`config.mk`:
```
export PLATFORM = sky130hd
export DESIGN_NAME = vrail_sched
export DESIGN_NICKNAME = d
export VERILOG_FILES = /design/src/rtl/vsched_pkg.sv /design/src/rtl/vsched_decode.sv /design/src/rtl/vsched_rail.sv /design/src/rtl/vrail_sched.sv
export SDC_FILE = /design/constraint.sdc
export NUM_CORES = 1
export LEC_CHECK = 0
export ABC_AREA = 1
export BUFFER_PORTS_ARGS = -buffer_cell sky130_fd_sc_hd__buf_2
export CAP_MARGIN = 20
export CELL_PAD_IN_SITES_DETAIL_PLACEMENT = 0
export CELL_PAD_IN_SITES_GLOBAL_PLACEMENT = 1
export CORE_ASPECT_RATIO = 0.5
export CORE_UTILIZATION = 40
export CTS_BUF_LIST = sky130_fd_sc_hd__clkbuf_8
export DETAILED_ROUTE_END_ITERATION = 7
export HOLD_SLACK_MARGIN = 0.15
export PLACE_DENSITY = 0.81
export SKIP_CTS_REPAIR_TIMING = 1
export SLEW_MARGIN = 20
export SYNTH_ARGS = -nofsm -noshare
export SYNTH_HDL_FRONTEND = slang
export SYNTH_SLANG_ARGS = --single-unit
```
`constraint.sdc`:
```
create_clock -name clk -period 5 [get_ports clk]
set_input_delay 1.5 -clock clk [delete_from_list [all_inputs] [get_ports clk]]
set_output_delay 1.5 -clock clk [all_outputs]
set_load 0.02 [all_outputs]
```
`src/rtl/vsched_pkg.sv`:
```
package vsched_pkg;

    localparam int CODE_W = 16;
    localparam int SEL_W  = 4;

    typedef enum logic [1:0] {
        OP_VOLT  = 2'd0,
        OP_RATE  = 2'd1,
        OP_DFLT  = 2'd2,
        OP_MODE  = 2'd3
    } op_e;

    typedef enum logic [1:0] {
        ACK_OK      = 2'b00,
        ACK_BAD_SEL = 2'b11
    } ack_e;

    typedef struct packed {
        logic              set_volt;
        logic              stage_volt;
        logic              set_rate;
        logic              set_dflt;
        logic              set_mode;
        logic [CODE_W-1:0] data;
    } rail_wr_t;

    function automatic logic [CODE_W-1:0] ramp_step(
        input logic [CODE_W-1:0] cur,
        input logic [CODE_W-1:0] tgt,
        input logic [CODE_W-1:0] rate
    );
        logic [CODE_W-1:0] gap;
        if (tgt > cur) begin
            gap = tgt - cur;
            if (rate == '0 || gap <= rate) return tgt;
            return cur + rate;
        end else if (tgt < cur) begin
            gap = cur - tgt;
            if (rate == '0 || gap <= rate) return tgt;
            return cur - rate;
        end
        return cur;
    endfunction

endpackage

```
`src/rtl/vsched_decode.sv`:
```
module vsched_decode
    import vsched_pkg::*;
#(
    parameter int NUM_RAILS = 4
) (
    input  logic                       clk,
    input  logic                       rst,
    input  logic                       cmd_valid,
    input  logic [1:0]                 cmd_op,
    input  logic [SEL_W-1:0]           cmd_rail,
    input  logic                       cmd_hold,
    input  logic [CODE_W-1:0]          cmd_data,
    output rail_wr_t [NUM_RAILS-1:0]   wr,
    output logic                       commit,
    output logic                       ack_valid,
    output logic [1:0]                 ack_code
);

    logic sel_ok;
    logic held_volt;
    op_e  op;

    assign op        = op_e'(cmd_op);
    assign sel_ok    = (32'(cmd_rail) < NUM_RAILS);
    assign held_volt = (op == OP_VOLT) && cmd_hold;
    assign commit    = cmd_valid && sel_ok && !held_volt;

    for (genvar i = 0; i < NUM_RAILS; i++) begin : g_sel
        logic hit;
        assign hit = cmd_valid && (32'(cmd_rail) == i);
        always_comb begin
            wr[i]            = '0;
            wr[i].data       = cmd_data;
            wr[i].set_volt   = hit && (op == OP_VOLT) && !cmd_hold;
            wr[i].stage_volt = hit && held_volt;
            wr[i].set_rate   = hit && (op == OP_RATE);
            wr[i].set_dflt   = hit && (op == OP_DFLT);
            wr[i].set_mode   = hit && (op == OP_MODE);
        end
    end

    always_ff @(posedge clk) begin
        if (rst) begin
            ack_valid <= 1'b0;
            ack_code  <= ACK_OK;
        end else begin
            ack_valid <= cmd_valid;
            ack_code  <= sel_ok ? ACK_OK : ACK_BAD_SEL;
        end
    end

    // bad selector acknowledged with 11
    a_r2_bad_sel: assert property (@(posedge clk) disable iff (rst)
        cmd_valid && (32'(cmd_rail) >= NUM_RAILS) |=> ack_valid && ack_code == ACK_BAD_SEL);

    // good selector acknowledged with 00
    a_r2_good_sel: assert property (@(posedge clk) disable iff (rst)
        cmd_valid && (32'(cmd_rail) < NUM_RAILS) |=> ack_valid && ack_code == ACK_OK);

    // no acknowledge without a command
    a_r2_no_spurious_ack: assert property (@(posedge clk) disable iff (rst)
        !cmd_valid |=> !ack_valid);

endmodule

```
`src/rtl/vsched_rail.sv`:
```
module vsched_rail
    import vsched_pkg::*;
#(
    parameter logic [CODE_W-1:0] DEF_VOLT = 16'd800,
    parameter logic [CODE_W-1:0] DEF_RATE = 16'd10
) (
    input  logic              clk,
    input  logic              rst,
    input  rail_wr_t          wr,
    input  logic              commit,
    input  logic              us_tick,
    output logic [CODE_W-1:0] vref,
    output logic              busy,
    output logic              mode_eff
);

    logic [CODE_W-1:0] tgt;
    logic [CODE_W-1:0] rate;
    logic [CODE_W-1:0] pval;
    logic              pend;

    always_ff @(posedge clk) begin
        if (rst) begin
            tgt  <= DEF_VOLT;
            pval <= DEF_VOLT;
            pend <= 1'b0;
        end else if (wr.set_volt) begin
            tgt  <= wr.data;
            pend <= 1'b0;
        end else if (wr.set_dflt) begin
            tgt  <= DEF_VOLT;
            pend <= 1'b0;
        end else if (wr.stage_volt) begin
            pval <= wr.data;
            pend <= 1'b1;
        end else if (commit && pend) begin
            tgt  <= pval;
            pend <= 1'b0;
        end
    end

    always_ff @(posedge clk) begin
        if (rst) begin
            rate     <= DEF_RATE;
            mode_eff <= 1'b0;
        end else begin
            if (wr.set_rate) rate     <= wr.data;
            if (wr.set_mode) mode_eff <= wr.data[0];
        end
    end

    always_ff @(posedge clk) begin
        if (rst)          vref <= DEF_VOLT;
        else if (us_tick) vref <= ramp_step(vref, tgt, rate);
    end

    assign busy = (vref != tgt);

    // reference frozen between ticks
    a_r11_still_without_tick: assert property (@(posedge clk) disable iff (rst)
        !us_tick |=> $stable(vref));

    // step bounded by the rate
    a_r5_step_bound: assert property (@(posedge clk) disable iff (rst)
        us_tick && rate != '0 |=>
        ((vref >= $past(vref)) ? (vref - $past(vref)) : ($past(vref) - vref)) <= $past(rate));

    // upward ramp never passes the target
    a_r5_no_overshoot_up: assert property (@(posedge clk) disable iff (rst)
        us_tick && tgt >= vref |=> vref >= $past(vref) && vref <= $past(tgt));

    // downward ramp never passes the target
    a_r5_no_overshoot_dn: assert property (@(posedge clk) disable iff (rst)
        us_tick && tgt <= vref |=> vref <= $past(vref) && vref >= $past(tgt));

    // zero rate jumps straight to the target
    a_r6_zero_rate_jump: assert property (@(posedge clk) disable iff (rst)
        us_tick && rate == '0 |=> vref == $past(tgt));

    // a commit moves the pending value into the target
    a_r4_commit_applies: assert property (@(posedge clk) disable iff (rst)
        commit && pend && !wr.set_volt && !wr.set_dflt |=> tgt == $past(pval) && !pend);

    // default command discards pending
    a_r8_dflt_clears: assert property (@(posedge clk) disable iff (rst)
        wr.set_dflt |=> tgt == DEF_VOLT && !pend);

endmodule

```
`src/rtl/vrail_sched.sv`:
```
module vrail_sched
    import vsched_pkg::*;
#(
    parameter int                NUM_RAILS = 4,
    parameter logic [CODE_W-1:0] DEF_VOLT  = 16'd800,
    parameter logic [CODE_W-1:0] DEF_RATE  = 16'd10
) (
    input  logic                          clk,
    input  logic                          rst,
    input  logic                          cmd_valid,
    input  logic [1:0]                    cmd_op,
    input  logic [SEL_W-1:0]              cmd_rail,
    input  logic                          cmd_hold,
    input  logic [CODE_W-1:0]             cmd_data,
    input  logic                          us_tick,
    output logic                          ack_valid,
    output logic [1:0]                    ack_code,
    output logic [NUM_RAILS*CODE_W-1:0]   vref,
    output logic [NUM_RAILS-1:0]          busy,
    output logic [NUM_RAILS-1:0]          mode_eff
);

    rail_wr_t [NUM_RAILS-1:0] wr;
    logic                     commit;

    vsched_decode #(.NUM_RAILS(NUM_RAILS)) u_dec (
        .clk       (clk),
        .rst       (rst),
        .cmd_valid (cmd_valid),
        .cmd_op    (cmd_op),
        .cmd_rail  (cmd_rail),
        .cmd_hold  (cmd_hold),
        .cmd_data  (cmd_data),
        .wr        (wr),
        .commit    (commit),
        .ack_valid (ack_valid),
        .ack_code  (ack_code)
    );

    for (genvar i = 0; i < NUM_RAILS; i++) begin : g_rail
        vsched_rail #(.DEF_VOLT(DEF_VOLT), .DEF_RATE(DEF_RATE)) u_rail (
            .clk      (clk),
            .rst      (rst),
            .wr       (wr[i]),
            .commit   (commit),
            .us_tick  (us_tick),
            .vref     (vref[i*CODE_W +: CODE_W]),
            .busy     (busy[i]),
            .mode_eff (mode_eff[i])
        );
    end

    // all rails settled right after reset
    a_r1_reset_idle: assert property (@(posedge clk)
        rst |=> busy == '0 && mode_eff == '0 && !ack_valid);

endmodule

```
Word-level counts from Yosys, hierarchy flattened. Cells that the tools add are included.

Bits in registers: 267. Input bits: 27. Logic and storage cells: 257.

$add $sub $neg: 16. Order comparisons: 17. Eq/ne operators: 14. Muxes and demuxes: 101. Bitwise logic cells: 8. Reduce and logical (&&, ||, !) cells: 75.

Operators with widths (number): 16-bit 2-to-1 mux (40); 16-bit subtractor (12); 16-bit <= comparator (8); 16-bit adder (4); 16-bit > comparator (4); 16-bit logical NOT (4); 16-bit less-than comparator (4); 16-bit inequality test (4); 1-bit 2-to-1 mux (60); 1-bit logical AND (35); 2-bit AND reduction (8); 3-bit by 2-bit inequality test with 1-bit output (second input constant) (4); 3-bit AND reduction (4); 3-bit nonzero test (4); 3-bit OR reduction (4); 4-bit by 2-bit equality test with 1-bit output (second input constant) (2); 1-bit logical OR (8); 1-bit inverter (8); 2-bit nonzero test (4); 2-bit equality test (second input constant) (2); 4-bit by 1-bit equality test with 1-bit output (second input constant) (1); 4-bit logical NOT (1); 4-bit by 3-bit less-than comparator with 1-bit output (second input constant) (1); 2-bit by 1-bit equality test with 1-bit output (second input constant) (1); other kinds (3) (4).

Depth between registers and ports, before layout. Gate-level depths: netlist of the first run.

Word-level depth: 11. Depth in mapped cells: 26. Mapped depth without buffers: 24.

Hierarchy. A second synthesis of the first run with hierarchy kept.

Cells, all modules: 4468. Area total of the unflattened synthesis: 29640.9 um2.

By module, submodules not included: vsched_rail (g_rail[2].u_rail ...) (times used 2, cells each 1096, area an instance 7263.2 um2, seq. area each 1321.3 um2); vsched_rail (g_rail[0].u_rail) (times used 1, cells each 1086, area an instance 7264.5 um2, seq. area each 1321.3 um2); vsched_rail (g_rail[1].u_rail) (times used 1, cells each 1078, area an instance 7114.3 um2, seq. area each 1321.3 um2); vsched_decode (times used 1, cells each 112, area an instance 735.7 um2, seq. area each 40.0 um2).

Worst setup path after synthesis of the first run. No wires, ideal clock.

Path type: reg2reg. Start point: register g_rail[3].u_rail.vref[1]. End point: register g_rail[3].u_rail.vref[1]. Library setup time: 0.109 ns. Data arrival time: 3.616 ns. Setup slack: 1.274 ns. Stages on the path, launching flop included: 25. Buffers on the path: 1. Clock period less this slack: 3.726 ns. Cell sequence: dfxtp_1 inv_1 ha_1 nand2_1 o21ai_0 nand2_1 nand2_1 inv_1 o21ai_1 inv_1 o21bai_1 xor2_1 inv_1 ha_1 a21oi_1 o21ai_0 a21oi_1 nand2_1 nand2_1 buf_2 nand2_1 nand3_1 nand3_1 nand2_1 inv_1.

Word-level cells in the longest chain between the ends: 11.

Ends and longest elaborated chain: start: declaration (RTL line vsched_rail.sv:12) `output logic [CODE_W-1:0] vref,`; start signal: assignment (RTL line vsched_rail.sv:54) `else if (us_tick) vref <= ramp_step(vref, tgt, rate);`; 16-bit subtractor (RTL line vsched_pkg.sv:38) `gap = cur - tgt;`; 16-bit <= comparator (RTL line vsched_pkg.sv:39) `if (rate == '0 || gap <= rate) return tgt;`; 1-bit logical OR (RTL line vsched_pkg.sv:39); 1-bit 2-to-1 mux (RTL line vsched_pkg.sv:39); 1-bit 2-to-1 mux (RTL line vsched_pkg.sv:37) `end else if (tgt < cur) begin`; 1-bit 2-to-1 mux (RTL line vsched_pkg.sv:33) `if (tgt > cur) begin`; 1-bit 2-to-1 mux (RTL line vsched_rail.sv:54); 1-bit 2-to-1 mux (RTL line vsched_rail.sv:53) `if (rst) vref <= DEF_VOLT;`; 16-bit 2-to-1 mux (RTL line vsched_pkg.sv:40) `return cur - rate;`; 16-bit 2-to-1 mux (RTL line vsched_pkg.sv:37); 16-bit 2-to-1 mux (RTL line vsched_pkg.sv:33).

Parallel ways exist; a longest one is shown, timed or not. The select of a mux whose other input is x is not followed. A chain may end at the register's enable or synchronous reset.

Final worst setup path of the first run.
Start point: register g_rail[1].u_rail.vref[1]. End point: register g_rail[1].u_rail.vref[11].

Word-level cells in the longest chain between the ends: 11.

Ends and longest elaborated chain (RTL line): start: declaration (vsched_rail.sv:12); start signal: assignment (vsched_rail.sv:54); 16-bit subtractor (vsched_pkg.sv:38); 16-bit <= comparator (vsched_pkg.sv:39); 1-bit logical OR (vsched_pkg.sv:39); 1-bit 2-to-1 mux (vsched_pkg.sv:39); 1-bit 2-to-1 mux (vsched_pkg.sv:37); 1-bit 2-to-1 mux (vsched_pkg.sv:33); 1-bit 2-to-1 mux (vsched_rail.sv:54); 1-bit 2-to-1 mux (vsched_rail.sv:53); 16-bit 2-to-1 mux (vsched_pkg.sv:40); 16-bit 2-to-1 mux (vsched_pkg.sv:37); 16-bit 2-to-1 mux (vsched_pkg.sv:33).

Parallel ways exist; a longest one is shown, timed or not. The select of a mux whose other input is x is not followed.

==> flow_metrics.env, run 1 <==
export IMPL_grt_max_degree=110
export IMPL_synthesis_area_um2=28800
export IMPL_rows=69
export IMPL_outcome="complete, no violations"
export IMPL_fin_skew_ns=0.0265
export IMPL_ys_seq_area_frac=0.185
export IMPL_fin_setup_tns_ns=0
export IMPL_ys_ff_latch=266
export IMPL_setup_ws_ns=0.387
export IMPL_core_area_um2=71100
export IMPL_nets=5037
export IMPL_finalPower_uw=20500
export IMPL_cts_buffers=47
export IMPL_ys_types=53
export IMPL_die_area_um2=73300
export IMPL_synthCells=4637
export IMPL_slew_headroom=0.314
export IMPL_routed_wl_mm=108
export IMPL_cp_arrival_ns=5.14
export IMPL_drc=0
export IMPL_synthToLayoutAreaGrowth_pct=7.15
export IMPL_worstSetupStartpointType="flip-flop"
export IMPL_grt_pass1_vias=27800
export IMPL_fill_cells=7684
export IMPL_worst_pin_slew_ns=1.03
export IMPL_synth_ff_type="dfxtp_1"
export IMPL_netlist_area_leader_share=0.185
export IMPL_layout_drive_gt1_share=0.0601
export IMPL_path_max_fanout=16
export IMPL_dp_cells=5535
export IMPL_io_buffers=101
export IMPL_syn_avg_cell_area_um2=6.22
export IMPL_setup_violations=0
export IMPL_leakage_uw=0.0161
export IMPL_yosys_warnings=0
export IMPL_drv_cap=0
export IMPL_max_freq_ghz=0.217
export IMPL_yosysTopAreaCell="dfxtp_1"
export IMPL_holdWs_ns=0.462
export IMPL_ant_nets=0
export IMPL_first_pass_iters=5
export IMPL_h_tree_depth=2
export IMPL_hold_class="reg2reg"
export IMPL_clock_latency_ns=0.64
export IMPL_cts_reportedPaths_clkPinSlew_ns=0.07
export IMPL_antenna_found_initial=0
export IMPL_synth_area_leaders="dfxtp_1, ha_1, nand2_1, inv_1, a21oi_1"
export IMPL_die_w_um=382
export IMPL_required_ns=5.53
export IMPL_hpwl_mm=85.8
export IMPL_synth_edf_count=0
export IMPL_overflow=0
export IMPL_regArea_um2=5330
export IMPL_routedWlPerCell_um=19.2
export IMPL_syn_num_nets=5048
export IMPL_cts_root_buf="clkbuf_8"
export IMPL_period_minus_slack_ns=4.61
export IMPL_p_per_area_nw_per_um2=663
export IMPL_post_place_ws_ns=0.127
export IMPL_final_period_utilization=0.923
export IMPL_drv_slew=0
export IMPL_multi_input_area_um2=19900
export IMPL_cts_num_sinks=266
export IMPL_place_congestion=0.996
export IMPL_vias_per_cell=5.41
export IMPL_ir_drop_mv=0.356
export IMPL_num_io_pins=102
export IMPL_clock_path_buffers=3
export IMPL_end_kind="flip-flop"
export IMPL_async_flop_share=0
export IMPL_path_class="reg2reg"
export IMPL_hold_violations=0
export IMPL_grt_first_pass_wirelength_mm=164
export IMPL_start_util=0.406
export IMPL_layout_cells_non_filler=5615
export IMPL_grt_use_total=0.287
export IMPL_die_h_um=192
export IMPL_cts_tree="done"
export IMPL_rsz0062_at_grt="false"
export IMPL_vias=30400
export IMPL_drt_iter0_markers=2595
## cells in the mapped netlist, types with 12 or more instances
cell / number
nand2_1: 1204
inv_1: 683
a21oi_1: 446
nand3_1: 438
ha_1: 368
dfxtp_1: 266
nor2_1: 254
o21ai_0: 213
xor2_1: 140
clkbuf_1: 87
nand4_1: 58
buf_2: 51
nor3_1: 38
a31oi_1: 33
o21ai_1: 28
a21o_1: 26
xnor2_1: 26
buf_4: 24
o211ai_1: 23
o21bai_1: 22
and2_1: 16
fa_1: 16
nand2_2: 16
inv_2: 15
o221ai_1: 15
clkbuf_2: 14
o22ai_1: 13
buf_6: 12
clkinv_1: 12
## cells by family (layout without fill, tap and decap cells)
| logic type | Yosys count | count (layout) | share of synthesized area |
|---|---|---|---|
| compound gates | 870 | 870 | 0.168 |
| buf+inv | 903 | 922 | 0.127 |
| xor+xnor | 166 | 166 | 0.0504 |
| other cells | 0 | 1 | 0 |
| flops | 266 | 266 | 0.185 |
| simple gates | 2048 | 2048 | 0.299 |
| fa+ha+maj | 384 | 384 | 0.171 |
## path summary, 6_finish.rpt
check / slack (ns) / start / end / cells past startpoint
max: 0.39 / g_rail[1].u_rail.vref[1]$_SDFFE_PP0P_ / g_rail[1].u_rail.vref[11]$_SDFFE_PP0P_ / 19
min: 0.46 / g_rail[3].u_rail.pval[9]$_SDFFE_PP1P_ / g_rail[3].u_rail.pval[9]$_SDFFE_PP1P_ / 2
max reg2reg: 0.39 / g_rail[1].u_rail.vref[1]$_SDFFE_PP0P_ / g_rail[1].u_rail.vref[11]$_SDFFE_PP0P_ / 19
min reg2reg: 0.46 / g_rail[3].u_rail.pval[9]$_SDFFE_PP1P_ / g_rail[3].u_rail.pval[9]$_SDFFE_PP1P_ / 2
## registers in the layout (all words and copies together) (netlist names)
signal	flops
g_rail.u_rail.vref	64
g_rail.u_rail.rate	64
g_rail.u_rail.pval	64
g_rail.u_rail.tgt	64
g_rail.u_rail.pend	4
u_dec.ack_code	1
u_dec.ack_valid	1
g_rail.u_rail.mode_eff	4
## final cells by class
| class | instances | area share |
|---|---|---|
| inverters | 713 | 0.0869 |
| well taps | 958 | 0.0388 |
| flip-flops and latches | 266 | 0.172 |
| diodes | 1 | 0.0000810 |
| repair buffers | 130 | 0.0238 |
| clock buffers | 60 | 0.0267 |
| multi-input cells | 3468 | 0.644 |
| clock inverters | 19 | 0.00789 |
## layer usage
layer  vias to the layer above  share of wire  wire [µm]  track usage
met1                     14100           0.49      53300        0.436
met4                         0          0.020       2180       0.0662
met2                      1114           0.40      43500        0.420
li1                      15000              -          -            -
met5                         -              0          0            0
met3                       126          0.082       8820       0.0402
## cells in the final DEF, fill, tap and decap left out, drive strengths merged, types with 2 or more instances in the layout
master / instances
fa: 16
o21ai: 244
nor3: 44
nor2: 263
o21a: 9
o22ai: 13
o211ai: 24
inv: 704
nand3: 438
nand2: 1222
buf: 130
a21boi: 5
a21o: 26
nand3b: 2
a21oi: 456
o31ai: 5
clkbuf: 60
clkinv: 21
a311oi: 4
and2: 16
o21bai: 22
o2111ai: 5
dfxtp: 266
xnor2: 26
xor2: 140
nand4: 58
o221ai: 15
a221oi: 2
a31oi: 33
nor4: 3
ha: 368
o311ai: 2
bufinv: 6
a211oi: 4
## critical path, cell delays in order, from the launching register on
cell	delay (ns)
dfxtp_1	0.59
inv_1	0.29
ha_1	0.41
nand2_1	0.11
o21ai_0	0.45
a21oi_1	0.26
o31ai_1	0.29
xor2_1	0.12
ha_1	0.34
nand2_1	0.09
nor3_1	0.24
nand2_1	0.09
nand2_1	0.09
clkinv_1	0.28
nand2_2	0.42
nand2_1	0.10
nand3_1	0.11
nand3_1	0.09
nand2_1	0.09
inv_1	0.04
## per-stage QoR
stage                     utilization  instance area (µm²)
after floorplan                     -                28800
after global placement          0.419                29800
after detailed placement        0.419                29800
after CTS                       0.434                30900
after global routing            0.434                30900
final                           0.435                30900
## report_power, final
group,switching (µW),internal [µW]
sequential,388,2330
combinational,10100,5230
clock,1020,1380
Note: power is estimated with default switching activity, not from simulation.
==> inputs of run 2 (changes only) <==
--- a/config.mk
+++ b/config.mk
@@ -12,7 +12,7 @@
 export CELL_PAD_IN_SITES_GLOBAL_PLACEMENT = 1
 export CORE_ASPECT_RATIO = 0.5
 export CORE_UTILIZATION = 40
-export CTS_BUF_LIST = sky130_fd_sc_hd__clkbuf_8
+export CTS_BUF_LIST = sky130_fd_sc_hd__clkbuf_16
 export DETAILED_ROUTE_END_ITERATION = 7
 export HOLD_SLACK_MARGIN = 0.15
 export PLACE_DENSITY = 0.81
@@ -21,3 +21,4 @@
 export SYNTH_ARGS = -nofsm -noshare
 export SYNTH_HDL_FRONTEND = slang
 export SYNTH_SLANG_ARGS = --single-unit
+export TNS_END_PERCENT = 10
==> flow_metrics.env, run 2 (synthesis gave the netlist of run 1 again) <==
export IMPL_finalPower_uw=20300
export IMPL_clock_latency_ns=0.59
export IMPL_vias_per_cell=5.42
export IMPL_utilization=0.433
export IMPL_cts_root_buf="clkbuf_16"
export IMPL_die_area_um2=73300
export IMPL_drv_slew=0
export IMPL_worstSetupStartpointType="flip-flop"
export IMPL_vias=30300
export IMPL_cts_reportedPaths_clkPinSlew_ns=0.07
export IMPL_layout_drive_gt1_share=0.0534
export IMPL_rows=69
export IMPL_synthToLayoutAreaGrowth_pct=6.67
export IMPL_cp_arrival_ns=5.08
export IMPL_fin_setup_tns_ns=0
export IMPL_grt_max_degree=110
export IMPL_layout_common_cells="nand2_1, inv_1, a21oi_1"
export IMPL_max_freq_ghz=0.218
export IMPL_holdWs_ns=0.462
export IMPL_drv_cap=0
export IMPL_h_tree_depth=1
export IMPL_final_period_utilization=0.919
export IMPL_cts_num_sinks=266
export IMPL_die_w_um=382
export IMPL_nets=5019
export IMPL_first_pass_iters=6
export IMPL_antenna_found_initial=0
export IMPL_start_util=0.406
export IMPL_slew_headroom=0.319
export IMPL_overflow=0
export IMPL_place_congestion=0.996
export IMPL_grt_pass1_vias=27700
export IMPL_n_antenna_cell=0
export IMPL_ir_drop_mv=0.358
export IMPL_cts_tree="done"
export IMPL_die_h_um=192
export IMPL_postLayoutCellArea_um2=30800
export IMPL_fin_skew_ns=0.0175
export IMPL_end_kind="flip-flop"
export IMPL_worst_pin_slew_ns=1.02
export IMPL_drt_iter0_markers=2486
export IMPL_routed_wl_mm=108
export IMPL_leakage_uw=0.0160
export IMPL_core_area_um2=71100
export IMPL_setup_violations=0
export IMPL_hold_violations=0
export IMPL_rsz0062_at_grt="false"
export IMPL_final_common_cell="nand2_1"
export IMPL_hold_class="reg2reg"
export IMPL_clock_path_buffers=3
export IMPL_io_buffers=101
export IMPL_path_max_fanout=16
export IMPL_cts_buffers=29
export IMPL_drc=0
export IMPL_grt_first_pass_wirelength_mm=164
export IMPL_num_io_pins=102
export IMPL_r2r_slack_ns=0.40
export IMPL_p_per_area_nw_per_um2=660
export IMPL_postPlaceCellArea_um2=29800
export IMPL_ant_nets=0
export IMPL_routedWlPerCell_um=19.2
export IMPL_required_ns=5.49
export IMPL_period_minus_slack_ns=4.60
export IMPL_hpwl_mm=85.8
export IMPL_grt_use_total=0.286
export IMPL_path_class="reg2reg"
export IMPL_outcome="complete, no violations"
[run 2: cell types whose count changed in the layout (fill, tap and decap cells not counted), sizes merged]
cell | previous run | this run
clkbuf | 60 | 29
inv | 704 | 708
bufinv | 6 | 3
clkinv | 21 | 23
clkinvlp | 1 | 2
diode | 1 | 0
[run 2: metal layers]
metal | share of wire | vias up | GRT usage
met5 | 0 | - | 0
met4 | 0.020 | 0 | 0.0555
met3 | 0.083 | 112 | 0.0421
met2 | 0.40 | 1140 | 0.419
met1 | 0.49 | 14100 | 0.435
li1 | - | 15000 | -
[run 2: worst paths after layout]
kind	start	endpoint	cells after the start
hold reg to reg	g_rail[0].u_rail.pval[8]$_SDFFE_PP1P_	g_rail[0].u_rail.pval[8]$_SDFFE_PP1P_	2
hold / removal	g_rail[0].u_rail.pval[8]$_SDFFE_PP1P_	g_rail[0].u_rail.pval[8]$_SDFFE_PP1P_	2
setup / recovery	g_rail[1].u_rail.vref[1]$_SDFFE_PP0P_	g_rail[1].u_rail.vref[11]$_SDFFE_PP0P_	19
setup reg to reg	g_rail[1].u_rail.vref[1]$_SDFFE_PP0P_	g_rail[1].u_rail.vref[11]$_SDFFE_PP0P_	19
[run 2: cell type report]
type | instances | area (µm²)
clock buffers | 29 | 726
clock inverters | 23 | 206
fillers | 7679 | 40400
inverters | 713 | 2690
multi-input cells | 3468 | 19900
flip-flops and latches | 266 | 5330
well taps | 958 | 1200
repair buffers | 130 | 736
[run 2: critical path, stage by stage (launching register included)]
cell	delay [ns]
dfxtp_1	0.59
inv_1	0.30
ha_1	0.41
nand2_1	0.10
o21ai_0	0.44
a21oi_1	0.26
o31ai_1	0.31
xor2_1	0.12
ha_1	0.35
nand2_1	0.09
nor3_1	0.24
nand2_1	0.08
nand2_1	0.09
clkinv_1	0.28
nand2_2	0.41
nand2_1	0.11
nand3_1	0.11
nand3_1	0.09
nand2_1	0.09
inv_1	0.04
[run 2: power breakdown]
group          total [µW]  switching, µW  internal, µW
Combinational       15400          10100          5230
Sequential           2720            387          2330
Clock                2230           1010          1220
[run 2: metrics by stage]
stage / cells / worst slack, ns
2_1_floorplan: 4637 / 1.27
3_3_place_gp: 5535 / 0.0562
3_5_place_dp: 5535 / 0.127
4_1_cts: 5587 / 0.110
5_1_grt: 5587 / 0.0366
6_report: 5587 / 0.403
